File: src/rtl/rob_pkg.sv
package rob_pkg;

  // strobes the control sends to the entry datapath each cycle
  typedef struct packed {
    logic alloc;
    logic disp;
    logic commit;
    logic flush;
  } robStrobes_t;

endpackage

File: src/rtl/rob_ctrl.sv
module rob_ctrl
  import rob_pkg::*;
#(
  parameter int DEPTH = 8,
  localparam int TAG_W = (DEPTH > 1) ? $clog2(DEPTH) : 1
) (
  input  logic             clk,
  input  logic             rstN,
  input  logic             allocValid,
  input  logic [DEPTH-1:0] readyVec,
  input  logic [DEPTH-1:0] useVec,
  input  logic [DEPTH-1:0] doneVec,
  input  logic [DEPTH-1:0] excVec,
  output robStrobes_t      strb,
  output logic [TAG_W-1:0] allocIdx,
  output logic [TAG_W-1:0] dispIdx,
  output logic [TAG_W-1:0] headIdx,
  output logic             full,
  output logic             allocReady
);

  localparam int CNT_W = $clog2(DEPTH + 1);

  logic [TAG_W-1:0] allocPtr;
  logic [TAG_W-1:0] cmtPtr;
  logic [CNT_W-1:0] count;
  logic             anyReady;
  logic             headFinished;

  function automatic logic [TAG_W-1:0] nextPtr(input logic [TAG_W-1:0] p);
    if (p == TAG_W'(DEPTH - 1)) return '0;
    return p + TAG_W'(1);
  endfunction

  assign allocIdx     = allocPtr;
  assign headIdx      = cmtPtr;
  assign full         = (count == CNT_W'(DEPTH));
  assign headFinished = useVec[cmtPtr] && doneVec[cmtPtr];

  // scan forward from the head so the oldest ready entry wins
  always_comb begin
    int j;
    anyReady = 1'b0;
    dispIdx  = '0;
    for (int i = 0; i < DEPTH; i++) begin
      j = int'(cmtPtr) + i;
      if (j >= DEPTH) j = j - DEPTH;
      if (!anyReady && readyVec[TAG_W'(j)]) begin
        anyReady = 1'b1;
        dispIdx  = TAG_W'(j);
      end
    end
  end

  always_comb begin
    strb.flush  = headFinished && excVec[cmtPtr];
    strb.commit = headFinished && !excVec[cmtPtr];
    strb.disp   = anyReady && !strb.flush;
    strb.alloc  = allocValid && !full && !strb.flush;
    allocReady  = !full && !strb.flush;
  end

  always_ff @(posedge clk) begin
    if (!rstN) begin
      allocPtr <= '0;
      cmtPtr   <= '0;
      count    <= '0;
    end else if (strb.flush) begin
      allocPtr <= cmtPtr;
      count    <= '0;
    end else begin
      if (strb.alloc)  allocPtr <= nextPtr(allocPtr);
      if (strb.commit) cmtPtr   <= nextPtr(cmtPtr);
      case ({strb.alloc, strb.commit})
        2'b10:   count <= count + CNT_W'(1);
        2'b01:   count <= count - CNT_W'(1);
        default: count <= count;
      endcase
    end
  end


  alloc_step_chk: assert property (@(posedge clk) disable iff (!rstN)
    strb.alloc |=> allocPtr == nextPtr($past(allocPtr)));


  commit_step_chk: assert property (@(posedge clk) disable iff (!rstN)
    strb.commit |=> cmtPtr == nextPtr($past(cmtPtr)));


  no_overflow_chk: assert property (@(posedge clk) disable iff (!rstN)
    count <= CNT_W'(DEPTH));


  flush_ptr_chk: assert property (@(posedge clk) disable iff (!rstN)
    strb.flush |=> (allocPtr == cmtPtr) && (count == '0));

endmodule

File: src/rtl/rob_data.sv
module rob_data
  import rob_pkg::*;
#(
  parameter int DEPTH   = 8,
  parameter int NREGS   = 8,
  parameter int DATA_W  = 16,
  parameter int OP_W    = 4,
  parameter int CAUSE_W = 4,
  localparam int TAG_W  = (DEPTH > 1) ? $clog2(DEPTH) : 1,
  localparam int REG_W  = (NREGS > 1) ? $clog2(NREGS) : 1
) (
  input  logic               clk,
  input  logic               rstN,
  input  robStrobes_t        strb,
  input  logic [TAG_W-1:0]   allocIdx,
  input  logic [TAG_W-1:0]   dispIdx,
  input  logic [TAG_W-1:0]   headIdx,
  input  logic [OP_W-1:0]    allocOp,
  input  logic [REG_W-1:0]   allocSrc1,
  input  logic [REG_W-1:0]   allocSrc2,
  input  logic [REG_W-1:0]   allocDest,
  input  logic [DATA_W-1:0]  allocVal1,
  input  logic [DATA_W-1:0]  allocVal2,
  input  logic               resValid,
  input  logic [TAG_W-1:0]   resTag,
  input  logic [DATA_W-1:0]  resData,
  input  logic [CAUSE_W-1:0] resCause,
  output logic [DEPTH-1:0]   readyVec,
  output logic [DEPTH-1:0]   useVec,
  output logic [DEPTH-1:0]   doneVec,
  output logic [DEPTH-1:0]   excVec,
  output logic [OP_W-1:0]    dispOp,
  output logic [DATA_W-1:0]  dispOpnd1,
  output logic [DATA_W-1:0]  dispOpnd2,
  output logic [REG_W-1:0]   headDest,
  output logic [DATA_W-1:0]  headData,
  output logic [CAUSE_W-1:0] headCause
);

  // a source field holds either a value or a producer tag
  localparam int SRC_W = (DATA_W >= TAG_W) ? DATA_W : TAG_W;

  logic [DEPTH-1:0]   useQ, execQ, pdQ, p1Q, p2Q;
  logic [OP_W-1:0]    opQ    [DEPTH];
  logic [REG_W-1:0]   destQ  [DEPTH];
  logic [SRC_W-1:0]   src1Q  [DEPTH];
  logic [SRC_W-1:0]   src2Q  [DEPTH];
  logic [DATA_W-1:0]  dataQ  [DEPTH];
  logic [CAUSE_W-1:0] causeQ [DEPTH];

  logic [NREGS-1:0]   renValid;
  logic [TAG_W-1:0]   renTag [NREGS];

  // rename lookup, one port per source operand
  logic [REG_W-1:0]   lkReg  [2];
  logic [DATA_W-1:0]  lkVal  [2];
  logic [TAG_W-1:0]   lkTag  [2];
  logic               lkPres [2];
  logic [SRC_W-1:0]   lkSrc  [2];

  assign lkReg[0] = allocSrc1;
  assign lkReg[1] = allocSrc2;
  assign lkVal[0] = allocVal1;
  assign lkVal[1] = allocVal2;

  for (genvar s = 0; s < 2; s++) begin : g_lookup
    assign lkTag[s] = renTag[lkReg[s]];
    always_comb begin
      lkPres[s] = 1'b1;
      lkSrc[s]  = SRC_W'(lkVal[s]);
      if (renValid[lkReg[s]]) begin
        if (pdQ[lkTag[s]]) begin
          lkSrc[s] = SRC_W'(dataQ[lkTag[s]]);
        end else if (resValid && resTag == lkTag[s]) begin
          lkSrc[s] = SRC_W'(resData);
        end else begin
          lkPres[s] = 1'b0;
          lkSrc[s]  = SRC_W'(lkTag[s]);
        end
      end
    end
  end

  for (genvar e = 0; e < DEPTH; e++) begin : g_flags
    assign readyVec[e] = useQ[e] && !execQ[e] && p1Q[e] && p2Q[e];
    assign excVec[e]   = (causeQ[e] != '0);
  end

  assign useVec    = useQ;
  assign doneVec   = pdQ & useQ;
  assign dispOp    = opQ[dispIdx];
  assign dispOpnd1 = src1Q[dispIdx][DATA_W-1:0];
  assign dispOpnd2 = src2Q[dispIdx][DATA_W-1:0];
  assign headDest  = destQ[headIdx];
  assign headData  = dataQ[headIdx];
  assign headCause = causeQ[headIdx];

  // entry storage: wakeup, completion, retire, dispatch, then allocation
  always_ff @(posedge clk) begin
    if (!rstN) begin
      useQ  <= '0;
      execQ <= '0;
      pdQ   <= '0;
      p1Q   <= '0;
      p2Q   <= '0;
      for (int e = 0; e < DEPTH; e++) begin
        opQ[e]    <= '0;
        destQ[e]  <= '0;
        src1Q[e]  <= '0;
        src2Q[e]  <= '0;
        dataQ[e]  <= '0;
        causeQ[e] <= '0;
      end
    end else if (strb.flush) begin
      useQ <= '0;
    end else begin
      for (int e = 0; e < DEPTH; e++) begin
        if (resValid && useQ[e] && !p1Q[e] && src1Q[e][TAG_W-1:0] == resTag) begin
          p1Q[e]   <= 1'b1;
          src1Q[e] <= SRC_W'(resData);
        end
        if (resValid && useQ[e] && !p2Q[e] && src2Q[e][TAG_W-1:0] == resTag) begin
          p2Q[e]   <= 1'b1;
          src2Q[e] <= SRC_W'(resData);
        end
        if (resValid && resTag == TAG_W'(e)) begin
          pdQ[e]    <= 1'b1;
          dataQ[e]  <= resData;
          causeQ[e] <= resCause;
        end
        if (strb.commit && headIdx == TAG_W'(e)) useQ[e] <= 1'b0;
        if (strb.disp && dispIdx == TAG_W'(e)) execQ[e] <= 1'b1;
        if (strb.alloc && allocIdx == TAG_W'(e)) begin
          useQ[e]   <= 1'b1;
          execQ[e]  <= 1'b0;
          pdQ[e]    <= 1'b0;
          opQ[e]    <= allocOp;
          destQ[e]  <= allocDest;
          p1Q[e]    <= lkPres[0];
          src1Q[e]  <= lkSrc[0];
          p2Q[e]    <= lkPres[1];
          src2Q[e]  <= lkSrc[1];
          causeQ[e] <= '0;
        end
      end
    end
  end

  // rename map: retire clears a stale mapping, a new allocation overrides
  always_ff @(posedge clk) begin
    if (!rstN) begin
      renValid <= '0;
      for (int r = 0; r < NREGS; r++) renTag[r] <= '0;
    end else if (strb.flush) begin
      renValid <= '0;
    end else begin
      if (strb.commit && renValid[headDest] && renTag[headDest] == headIdx)
        renValid[headDest] <= 1'b0;
      if (strb.alloc) begin
        renValid[allocDest] <= 1'b1;
        renTag[allocDest]   <= allocIdx;
      end
    end
  end


  disp_ready_chk: assert property (@(posedge clk) disable iff (!rstN)
    strb.disp |-> (useQ[dispIdx] && !execQ[dispIdx] && p1Q[dispIdx] && p2Q[dispIdx]));


  no_redispatch_chk: assert property (@(posedge clk) disable iff (!rstN)
    strb.disp |=> execQ[$past(dispIdx)]);


  flush_empty_chk: assert property (@(posedge clk) disable iff (!rstN)
    strb.flush |=> (useQ == '0) && (renValid == '0));


  commit_done_chk: assert property (@(posedge clk) disable iff (!rstN)
    strb.commit |-> (useQ[headIdx] && pdQ[headIdx]));

endmodule

File: src/rtl/reorder_window.sv
module reorder_window
  import rob_pkg::*;
#(
  parameter int DEPTH   = 8,
  parameter int NREGS   = 8,
  parameter int DATA_W  = 16,
  parameter int OP_W    = 4,
  parameter int CAUSE_W = 4,
  localparam int TAG_W  = (DEPTH > 1) ? $clog2(DEPTH) : 1,
  localparam int REG_W  = (NREGS > 1) ? $clog2(NREGS) : 1
) (
  input  logic               clk,
  input  logic               rstN,
  input  logic               allocValid,
  input  logic [OP_W-1:0]    allocOp,
  input  logic [REG_W-1:0]   allocSrc1,
  input  logic [REG_W-1:0]   allocSrc2,
  input  logic [REG_W-1:0]   allocDest,
  input  logic [DATA_W-1:0]  allocVal1,
  input  logic [DATA_W-1:0]  allocVal2,
  output logic               allocReady,
  output logic [TAG_W-1:0]   allocTag,
  output logic               full,
  output logic               dispValid,
  output logic [TAG_W-1:0]   dispTag,
  output logic [OP_W-1:0]    dispOp,
  output logic [DATA_W-1:0]  dispOpnd1,
  output logic [DATA_W-1:0]  dispOpnd2,
  input  logic               resValid,
  input  logic [TAG_W-1:0]   resTag,
  input  logic [DATA_W-1:0]  resData,
  input  logic [CAUSE_W-1:0] resCause,
  output logic               cmtValid,
  output logic [REG_W-1:0]   cmtReg,
  output logic [DATA_W-1:0]  cmtData,
  output logic               cmtExc,
  output logic [CAUSE_W-1:0] cmtCause
);

  robStrobes_t      strb;
  logic [TAG_W-1:0] allocIdx, dispIdx, headIdx;
  logic [DEPTH-1:0] readyVec, useVec, doneVec, excVec;

  rob_ctrl #(.DEPTH(DEPTH)) u_ctrl (
    .clk        (clk),
    .rstN       (rstN),
    .allocValid (allocValid),
    .readyVec   (readyVec),
    .useVec     (useVec),
    .doneVec    (doneVec),
    .excVec     (excVec),
    .strb       (strb),
    .allocIdx   (allocIdx),
    .dispIdx    (dispIdx),
    .headIdx    (headIdx),
    .full       (full),
    .allocReady (allocReady)
  );

  rob_data #(
    .DEPTH(DEPTH), .NREGS(NREGS), .DATA_W(DATA_W), .OP_W(OP_W), .CAUSE_W(CAUSE_W)
  ) u_data (
    .clk       (clk),
    .rstN      (rstN),
    .strb      (strb),
    .allocIdx  (allocIdx),
    .dispIdx   (dispIdx),
    .headIdx   (headIdx),
    .allocOp   (allocOp),
    .allocSrc1 (allocSrc1),
    .allocSrc2 (allocSrc2),
    .allocDest (allocDest),
    .allocVal1 (allocVal1),
    .allocVal2 (allocVal2),
    .resValid  (resValid),
    .resTag    (resTag),
    .resData   (resData),
    .resCause  (resCause),
    .readyVec  (readyVec),
    .useVec    (useVec),
    .doneVec   (doneVec),
    .excVec    (excVec),
    .dispOp    (dispOp),
    .dispOpnd1 (dispOpnd1),
    .dispOpnd2 (dispOpnd2),
    .headDest  (cmtReg),
    .headData  (cmtData),
    .headCause (cmtCause)
  );

  assign allocTag  = allocIdx;
  assign dispValid = strb.disp;
  assign dispTag   = dispIdx;
  assign cmtValid  = strb.commit;
  assign cmtExc    = strb.flush;

endmodule

File: config.mk
export PLATFORM = sky130hd
export DESIGN_NAME = reorder_window
export DESIGN_NICKNAME = d
export VERILOG_FILES = /design/src/rtl/rob_pkg.sv /design/src/rtl/rob_ctrl.sv /design/src/rtl/rob_data.sv /design/src/rtl/reorder_window.sv
export SDC_FILE = /design/constraint.sdc
export NUM_CORES = 1
export LEC_CHECK = 0
export ABC_CLOCK_PERIOD_IN_PS = 13550
export BUFFER_PORTS_ARGS = -buffer_cell sky130_fd_sc_hd__clkbuf_2
export CAP_MARGIN = 20
export CORE_ASPECT_RATIO = 0.9
export CORE_MARGIN = 10
export CORE_UTILIZATION = 25
export DETAILED_ROUTE_END_ITERATION = 8
export PLACE_DENSITY = 0.37
export SYNTH_ARGS = -nofsm -noshare
export SYNTH_HDL_FRONTEND = slang
export SYNTH_HIERARCHICAL = 1
export SYNTH_SLANG_ARGS = --single-unit
File: constraint.sdc
create_clock -name clk -period 13.55 [get_ports clk]
set_clock_uncertainty 0.05 [all_clocks]
set_input_delay 0.6775 -clock clk [delete_from_list [all_inputs] [get_ports clk]]
set_output_delay 0.6775 -clock clk [all_outputs]
set_load 0.1 [all_outputs]
==> results of run 1 <==
## kinds of logic (layout without fill, tap and decap cells)
family	after synthesis	in the layout	share of synthesized area [%]
and+or+nand+nor	1055	1055	15.2
DFF	554	554	51.1
AOI/OAI and AO/OA	522	522	12.0
buffers and inverters	297	407	3.91
muxes	280	280	15.6
xor gates and xnor gates	62	62	1.73
adders and majority gates	9	9	0.382
other	0	1	0
## worst register-to-register path, cell delays in order, from the launching register on
cell and delay, ps:
dfxtp_4 740, buf_4 830, mux4_2 620, mux2i_1 150, a21o_1 170, nor2b_2 50, buf_4 260, or2_1 330
inv_2 140, nand2_1 240, nor3_1 370, nand2b_1 470, and2_1 510, inv_1 570, nor2_1 180, buf_4 300
a32o_1 260
## report_power, final
part | switching (mW) | internal, mW | total [mW]
Combinational | 0.513 | 0.184 | 0.697
Clock | 0.749 | 1.03 | 1.77
Sequential | 0.0633 | 1.96 | 2.03
Total | 1.33 | 3.17 | 4.50
## state kept, by name, indices dropped and copies added (netlist names)
register and count:
u_data/src2Q 128, u_data/pdQ 8, u_data/p2Q 8, u_data/opQ 32, u_data/useVec 8, u_ctrl/count 4
u_data/src1Q 128, u_data/execQ 8, u_data/renValid 8, u_data/renTag 24, u_data/destQ 24, u_data/causeQ 32
u_data/p1Q 8, u_data/dataQ 128, u_ctrl/allocIdx 3, u_ctrl/headIdx 3
## final cells by class
type                    instances  area (um2)
clock inverters                29         225
flip-flops and latches        554       16100
diodes                          1        2.50
fillers                     13000       88800
clock buffers                  91        1870
multi-input cells            1928       14300
repair buffers                226        1420
well taps                    1687        2110
inverters                      61         229
## path summary, 6_finish.rpt
| kind | from | end | slack [ps] | depth (start not counted) |
|---|---|---|---|---|
| min | allocDest[1] | u_data/renValid[7] | 440 | 3 |
| max | u_ctrl/headIdx[0] | dispOpnd2[1] | 5870 | 14 |
| min reg2reg | u_data/p2Q[4] | u_data/p2Q[4] | 440 | 2 |
| max reg2reg | u_ctrl/headIdx[0] | u_data/src1Q[4][10] | 7070 | 16 |
## routing by layer
layer	wire (um)	track usage, %
met1	62200	26.9
met2	61100	29.4
met3	11500	4.04
met4	2900	4.43
met5	34	0
## per-stage QoR
stage                     instances  setup WS, ps  utilization, %  total power [mW]  cell area [um2]
after CTS                      4572          5710            28.9              4.53            36100
after global placement         4449          6450            27.2              2.75            34000
after global routing           4576          5420            29.0              4.64            36200
final                          4577          5870            29.0              4.50            36200
after detailed placement       4452          6370            27.2              2.75            34000
after floorplan                2779          7030               -              2.48            31400
## placed cells by master, fill, tap and decap left out, types with 10 or more instances in the layout
cell,instances
xnor2_1,54
mux2i_1,56
buf_4,79
nand2b_1,31
nand4_1,17
nand2_1,464
clkinv_1,15
a211oi_1,22
mux2i_4,11
or4_1,10
nor3_1,24
and2_1,31
a32o_1,67
o221ai_1,13
a31oi_1,23
o21ai_1,31
mux2_2,53
and3_1,50
nand3_1,77
edfxtp_1,496
clkbuf_16,71
o21ai_0,151
clkbuf_1,18
nor2b_1,19
clkbuf_2,140
a221oi_4,10
mux4_2,154
a32oi_1,13
dfxtp_1,55
a21oi_1,84
nor2_2,13
a22o_1,13
nor2_1,261
inv_1,55
## cells in the mapped netlist, types with 8 or more instances
library cell	number
xnor2_1	54
nand4_1	17
nor2_1	269
a32o_1	67
or4_1	10
and2_1	31
mux2i_1	60
nand3_1	77
a31oi_1	23
buf_4	10
and3_1	50
o41ai_1	9
nor3_1	25
buf_1	29
buf_2	23
a221oi_4	10
a211oi_1	22
mux4_2	154
a21oi_1	84
dfxtp_1	58
o21ai_1	31
a22oi_1	9
clkbuf_1	168
mux2_2	53
a22o_1	13
nand2b_1	31
o21ai_0	151
nor2b_1	21
edfxtp_1	496
o221ai_1	13
nand2_1	464
ha_1	8
a32oi_1	13
xor2_1	8
inv_1	56
==> flow_metrics.env, run 1 <==
export IMPL_outcome="finished, final reports clean"
export IMPL_grt_setup_unrepaired="false"
export IMPL_critPathCaptureType="primary output"
export IMPL_hold_class="primary input to flip-flop"
export IMPL_synth_nets=2860
export IMPL_cpMaxStageDelayCell="buf_4"
export IMPL_die_y_um=356
export IMPL_grt_usage_pct=19.0
export IMPL_cts_hold_fix_buffers=0
export IMPL_cp_top_family="buffers and inverters"
export IMPL_setup_viol=0
export IMPL_die_x_um=394
export IMPL_clk_pin_slew_worst_paths_ps=60
export IMPL_insertion_delay_ps=620
export IMPL_min_period_over_period_pct=56.6
export IMPL_ant_nets=0
export IMPL_port_buffers=141
export IMPL_synthTopCellsByArea="edfxtp_1 (47%), mux4_2 (11%), nand2_1 (5.5%), dfxtp_1 (3.7%), nor2_1 (3.2%)"
export IMPL_async_reset_ff_share_pct=0
export IMPL_yosysSeqAreaShare_pct=51.1
export IMPL_leakage_nw=12.8
export IMPL_yosysUniqueCellTypes=92
export IMPL_drtPass1Iterations=6
export IMPL_maxSlewViolCount=0
export IMPL_synth_top_area_cell="edfxtp_1"
export IMPL_finalHoldViolCount=0
export IMPL_critPathArrivalTime_ps=6950
export IMPL_synthToLayoutAreaGrowth_pct=15.2
export IMPL_drcViolationCount=0
export IMPL_postCtsSetupRepairBufs=0
export IMPL_synth_top_cell_area_share_pct=47.4
export IMPL_p_per_area_nw_per_um2=124
export IMPL_cts_root_buf="clkbuf_16"
export IMPL_nNetsFinal=2920
export IMPL_via_per_inst=5.39
export IMPL_synthCells=2779
export IMPL_gp_congestion=0.864
export IMPL_min_period_ps=7680
export IMPL_grt_pass1_vias=24700
export IMPL_h_tree_depth=3
export IMPL_globalRouteOverflowTotal=0
export IMPL_start_util_pct=25.1
export IMPL_routed_wl_mm=138
export IMPL_vdd_drop_max_uv=93.0
export IMPL_ys_seq_elements=554
export IMPL_cp_slowest_stage_delay_ps=770
export IMPL_dieArea_um2=140000
export IMPL_synth_main_ff_cell="edfxtp_1"
export IMPL_path_max_fanout=44
export IMPL_postSynthAreaPerCell_um2=11.3
export IMPL_antenna_found_initial=13
export IMPL_syn_cell_area_um2=31400
export IMPL_io_pins=142
export IMPL_wl_per_cell_um=30.1
export IMPL_synth_edf_count=496
export IMPL_setup_tns_ps=0
export IMPL_fin_hold_ws_ps=435
export IMPL_drive_above_1_share_pct=21.0
export IMPL_num_vias=24700
export IMPL_critical_path_cell_chain="inv_1 -> ha_1 -> mux4_2 -> mux2_4 -> nand4b_4 -> nand2b_4 -> nor3_2 -> nor3_1 -> a21oi_4 -> buf_4 -> buf_4 -> mux4_2 -> mux2_2 -> clkbuf_2"
export IMPL_dpl_hpwl_mm=93.9
export IMPL_yosysWarnings=6
export IMPL_grt_max_degree=60
export IMPL_slew_headroom_pct=16.6
export IMPL_first_iter_violations=2879
export IMPL_startpoint_type="flip-flop"
export IMPL_cts_sinks=554
export IMPL_core_um2=125000
export IMPL_critPathBufInv=4
export IMPL_grt_pass1_wl_mm=193
export IMPL_crit_required_ps=12820
export IMPL_criticalPathCategory="flip-flop to primary output"
export IMPL_cts_resized_gates=0
export IMPL_maxCapViolations=0
export IMPL_cts_tree="built"
export IMPL_cts_buffers=68
export IMPL_num_rows=123
export IMPL_clock_path_buffers=3
export IMPL_fmax_mhz=130
export IMPL_worstMarginPinSlew_ps=1250
Power figures use the tool's default switching activity.
==> run 2, diff against run 1 <==
--- a/config.mk
+++ b/config.mk
@@ -5,7 +5,7 @@
 export SDC_FILE = /design/constraint.sdc
 export NUM_CORES = 1
 export LEC_CHECK = 0
-export ABC_CLOCK_PERIOD_IN_PS = 13550
+export ABC_CLOCK_PERIOD_IN_PS = 7900
 export BUFFER_PORTS_ARGS = -buffer_cell sky130_fd_sc_hd__clkbuf_2
 export CAP_MARGIN = 20
 export CORE_ASPECT_RATIO = 0.9
==> constraint.sdc (replaced) <==
create_clock -name clk -period 7.9 [get_ports clk]
set_clock_uncertainty 0.05 [all_clocks]
set_input_delay 0.395 -clock clk [delete_from_list [all_inputs] [get_ports clk]]
set_output_delay 0.395 -clock clk [all_outputs]
set_load 0.1 [all_outputs]
==> run 2 against run 1 <==
  * Non-clock buffer count increased by 7
  * Total power rose by 70%
  * Die area unchanged
  * Critical path depth shrank 1
  * Clock power rose by 67%
  * Final cell count hardly changed
  * Critical endpoint is now dispOpnd1[15]
  * Highest routed layer unchanged
==> flow_metrics.env, run 2 (same netlist as run 1, synthesis figures left out) <==
export IMPL_num_vias=24700
export IMPL_finalHoldViolCount=0
export IMPL_min_period_over_period_pct=84.3
export IMPL_outcome="finished, final reports clean"
export IMPL_crit_required_ps=7460
export IMPL_maxSlewViolCount=0
export IMPL_dpl_hpwl_mm=94.8
export IMPL_worstHoldStart="allocOp[1]"
export IMPL_core_um2=125000
export IMPL_worstMarginPinSlew_ps=1110
export IMPL_leakage_nw=12.8
export IMPL_postCtsSetupRepairBufs=0
export IMPL_path_max_fanout=45
export IMPL_use_met3_pct=4.35
export IMPL_hold_class="primary input to flip-flop"
export IMPL_place_area_um2=34100
export IMPL_clock_path_buffers=3
export IMPL_port_buffers=141
export IMPL_start_util_pct=25.1
export IMPL_criticalPathCategory="flip-flop to primary output"
export IMPL_critPathArrivalTime_ps=6220
export IMPL_h_tree_depth=3
export IMPL_clk_pin_slew_worst_paths_ps=60
export IMPL_die_y_um=356
export IMPL_drive_above_1_share_pct=21.2
export IMPL_final_cells=4578
export IMPL_routed_wl_mm=139
export IMPL_cts_root_buf="clkbuf_16"
export IMPL_reg_top3="u_data/dataQ x128, u_data/src1Q x128, u_data/src2Q x128"
export IMPL_via_per_inst=5.40
export IMPL_mostFrequentLayoutCells="edfxtp_1 (496), nand2_1 (464), nor2_1 (264)"
export IMPL_grt_pass1_wl_mm=196
export IMPL_gp_congestion=0.864
export IMPL_grt_setup_unrepaired="false"
export IMPL_p_per_area_nw_per_um2=211
export IMPL_cts_hold_fix_buffers=0
export IMPL_num_rows=123
export IMPL_slew_headroom_pct=23.8
export IMPL_power_mw=7.63
export IMPL_r2r_start="u_ctrl/headIdx[0]"
export IMPL_dp_cells=4461
export IMPL_maxCapViolations=0
export IMPL_fmax_mhz=150
export IMPL_insertion_delay_ps=650
export IMPL_fin_hold_ws_ps=171
export IMPL_wl_per_cell_um=30.3
export IMPL_regToRegSetupSlack_ps=1760
export IMPL_drtPass1Iterations=7
export IMPL_hold_depth=3
export IMPL_min_period_ps=6660
export IMPL_final_area_um2=36100
export IMPL_io_pins=142
export IMPL_busiest_layer="met2"
export IMPL_startpoint_type="flip-flop"
export IMPL_die_x_um=394
export IMPL_dieArea_um2=140000
export IMPL_grt_usage_pct=19.2
export IMPL_cts_resized_gates=0
export IMPL_drcViolationCount=0
export IMPL_critPathCaptureType="primary output"
export IMPL_ant_nets=0
export IMPL_first_iter_violations=2895
export IMPL_grt_pass1_vias=24800
export IMPL_antenna_found_initial=11
export IMPL_grt_max_degree=58
export IMPL_diodes=0
export IMPL_cts_sinks=554
export IMPL_fillCellCount=12900
export IMPL_setup_tns_ps=0
export IMPL_synthToLayoutAreaGrowth_pct=15.0
export IMPL_cts_buffers=67
export IMPL_rr_worst_depth=14
export IMPL_cts_tree="built"
export IMPL_use_met1_pct=27.0
export IMPL_nNetsFinal=2926
export IMPL_whs_endpoint="u_data/opQ[7][1]"
export IMPL_final_common_cell="edfxtp_1"
export IMPL_setup_viol=0
export IMPL_vdd_drop_max_uv=132
export IMPL_use_met2_pct=29.9
export IMPL_globalRouteOverflowTotal=0
export IMPL_r2r_end="u_data/src1Q[4][12]"
run 2: cell types whose count changed in the layout (fill, tap and decap cells not counted), moves of 3 or more:
| cell | delta |
|---|---|
| clkinvlp_4 | -4 |
| nor2_1 | +3 |
| clkinv_2 | +7 |
| clkbuf_16 | -4 |
| nor2_2 | -3 |
| buf_4 | +10 |
| clkinv_1 | -6 |
run 2: metal layers:
layer / routed length [um] / up-vias / part of all wire [%]
met1: 62800 / 12800 / 45
met2: 61600 / 1177 / 44
met4: 3110 / 6 / 2.2
met3: 11300 / 180 / 8.1
li1: - / 10600 / -
met5: 46 / - / 0.033
run 2: cell type report:
class                           instances  area (um2)  share of cell area (%)
Multi-Input combinational cell       1928       14300                    39.5
Inverter                               61         229                   0.634
Tap cell                             1687        2110                    5.84
Sequential cell                       554       16100                    44.5
Clock inverter                         28         225                   0.623
Timing Repair Buffer                  233        1450                    4.02
Clock buffer                           87        1770                    4.90
run 2: how the worst max path moves through the flow:
stage	from	end	slack, ps
global route	u_ctrl/headIdx[0]	dispOpnd2[5]	680
global placement	u_ctrl/headIdx[0]	u_data/src1Q[4][14]	1720
finish	u_ctrl/headIdx[0]	dispOpnd1[15]	1240
CTS	u_ctrl/headIdx[0]	dispOp[3]	930
floorplan	u_ctrl/headIdx[1]	dispOpnd2[0]	1670
detailed placement	u_ctrl/headIdx[0]	u_data/src1Q[4][12]	1610
run 2: power breakdown:
group	total, mW	switching [mW]	internal, mW	leakage [nW]
Clock	2.96	1.28	1.68	0.984
Sequential	3.47	0.105	3.37	5.59
Combinational	1.20	0.882	0.315	6.27
run 2: critical path: stages, from the launching register on:
cell and delay, ps:
dfxtp_4 680, buf_4 820, ha_1 280, ha_1 350, mux2_4 390, nand4b_4 190
nand2b_4 200, nor3_2 240, nor3_1 120, a21oi_4 710, buf_12 320, mux4_2 550
mux2_2 300, clkbuf_2 380
run 2: through the flow:
stage	worst slack [ps]	util, %
after floorplan	1670	-
after global placement	1720	27.3
after detailed placement	1610	27.3
after CTS	929	28.9
after global routing	684	28.9
final	1240	28.9
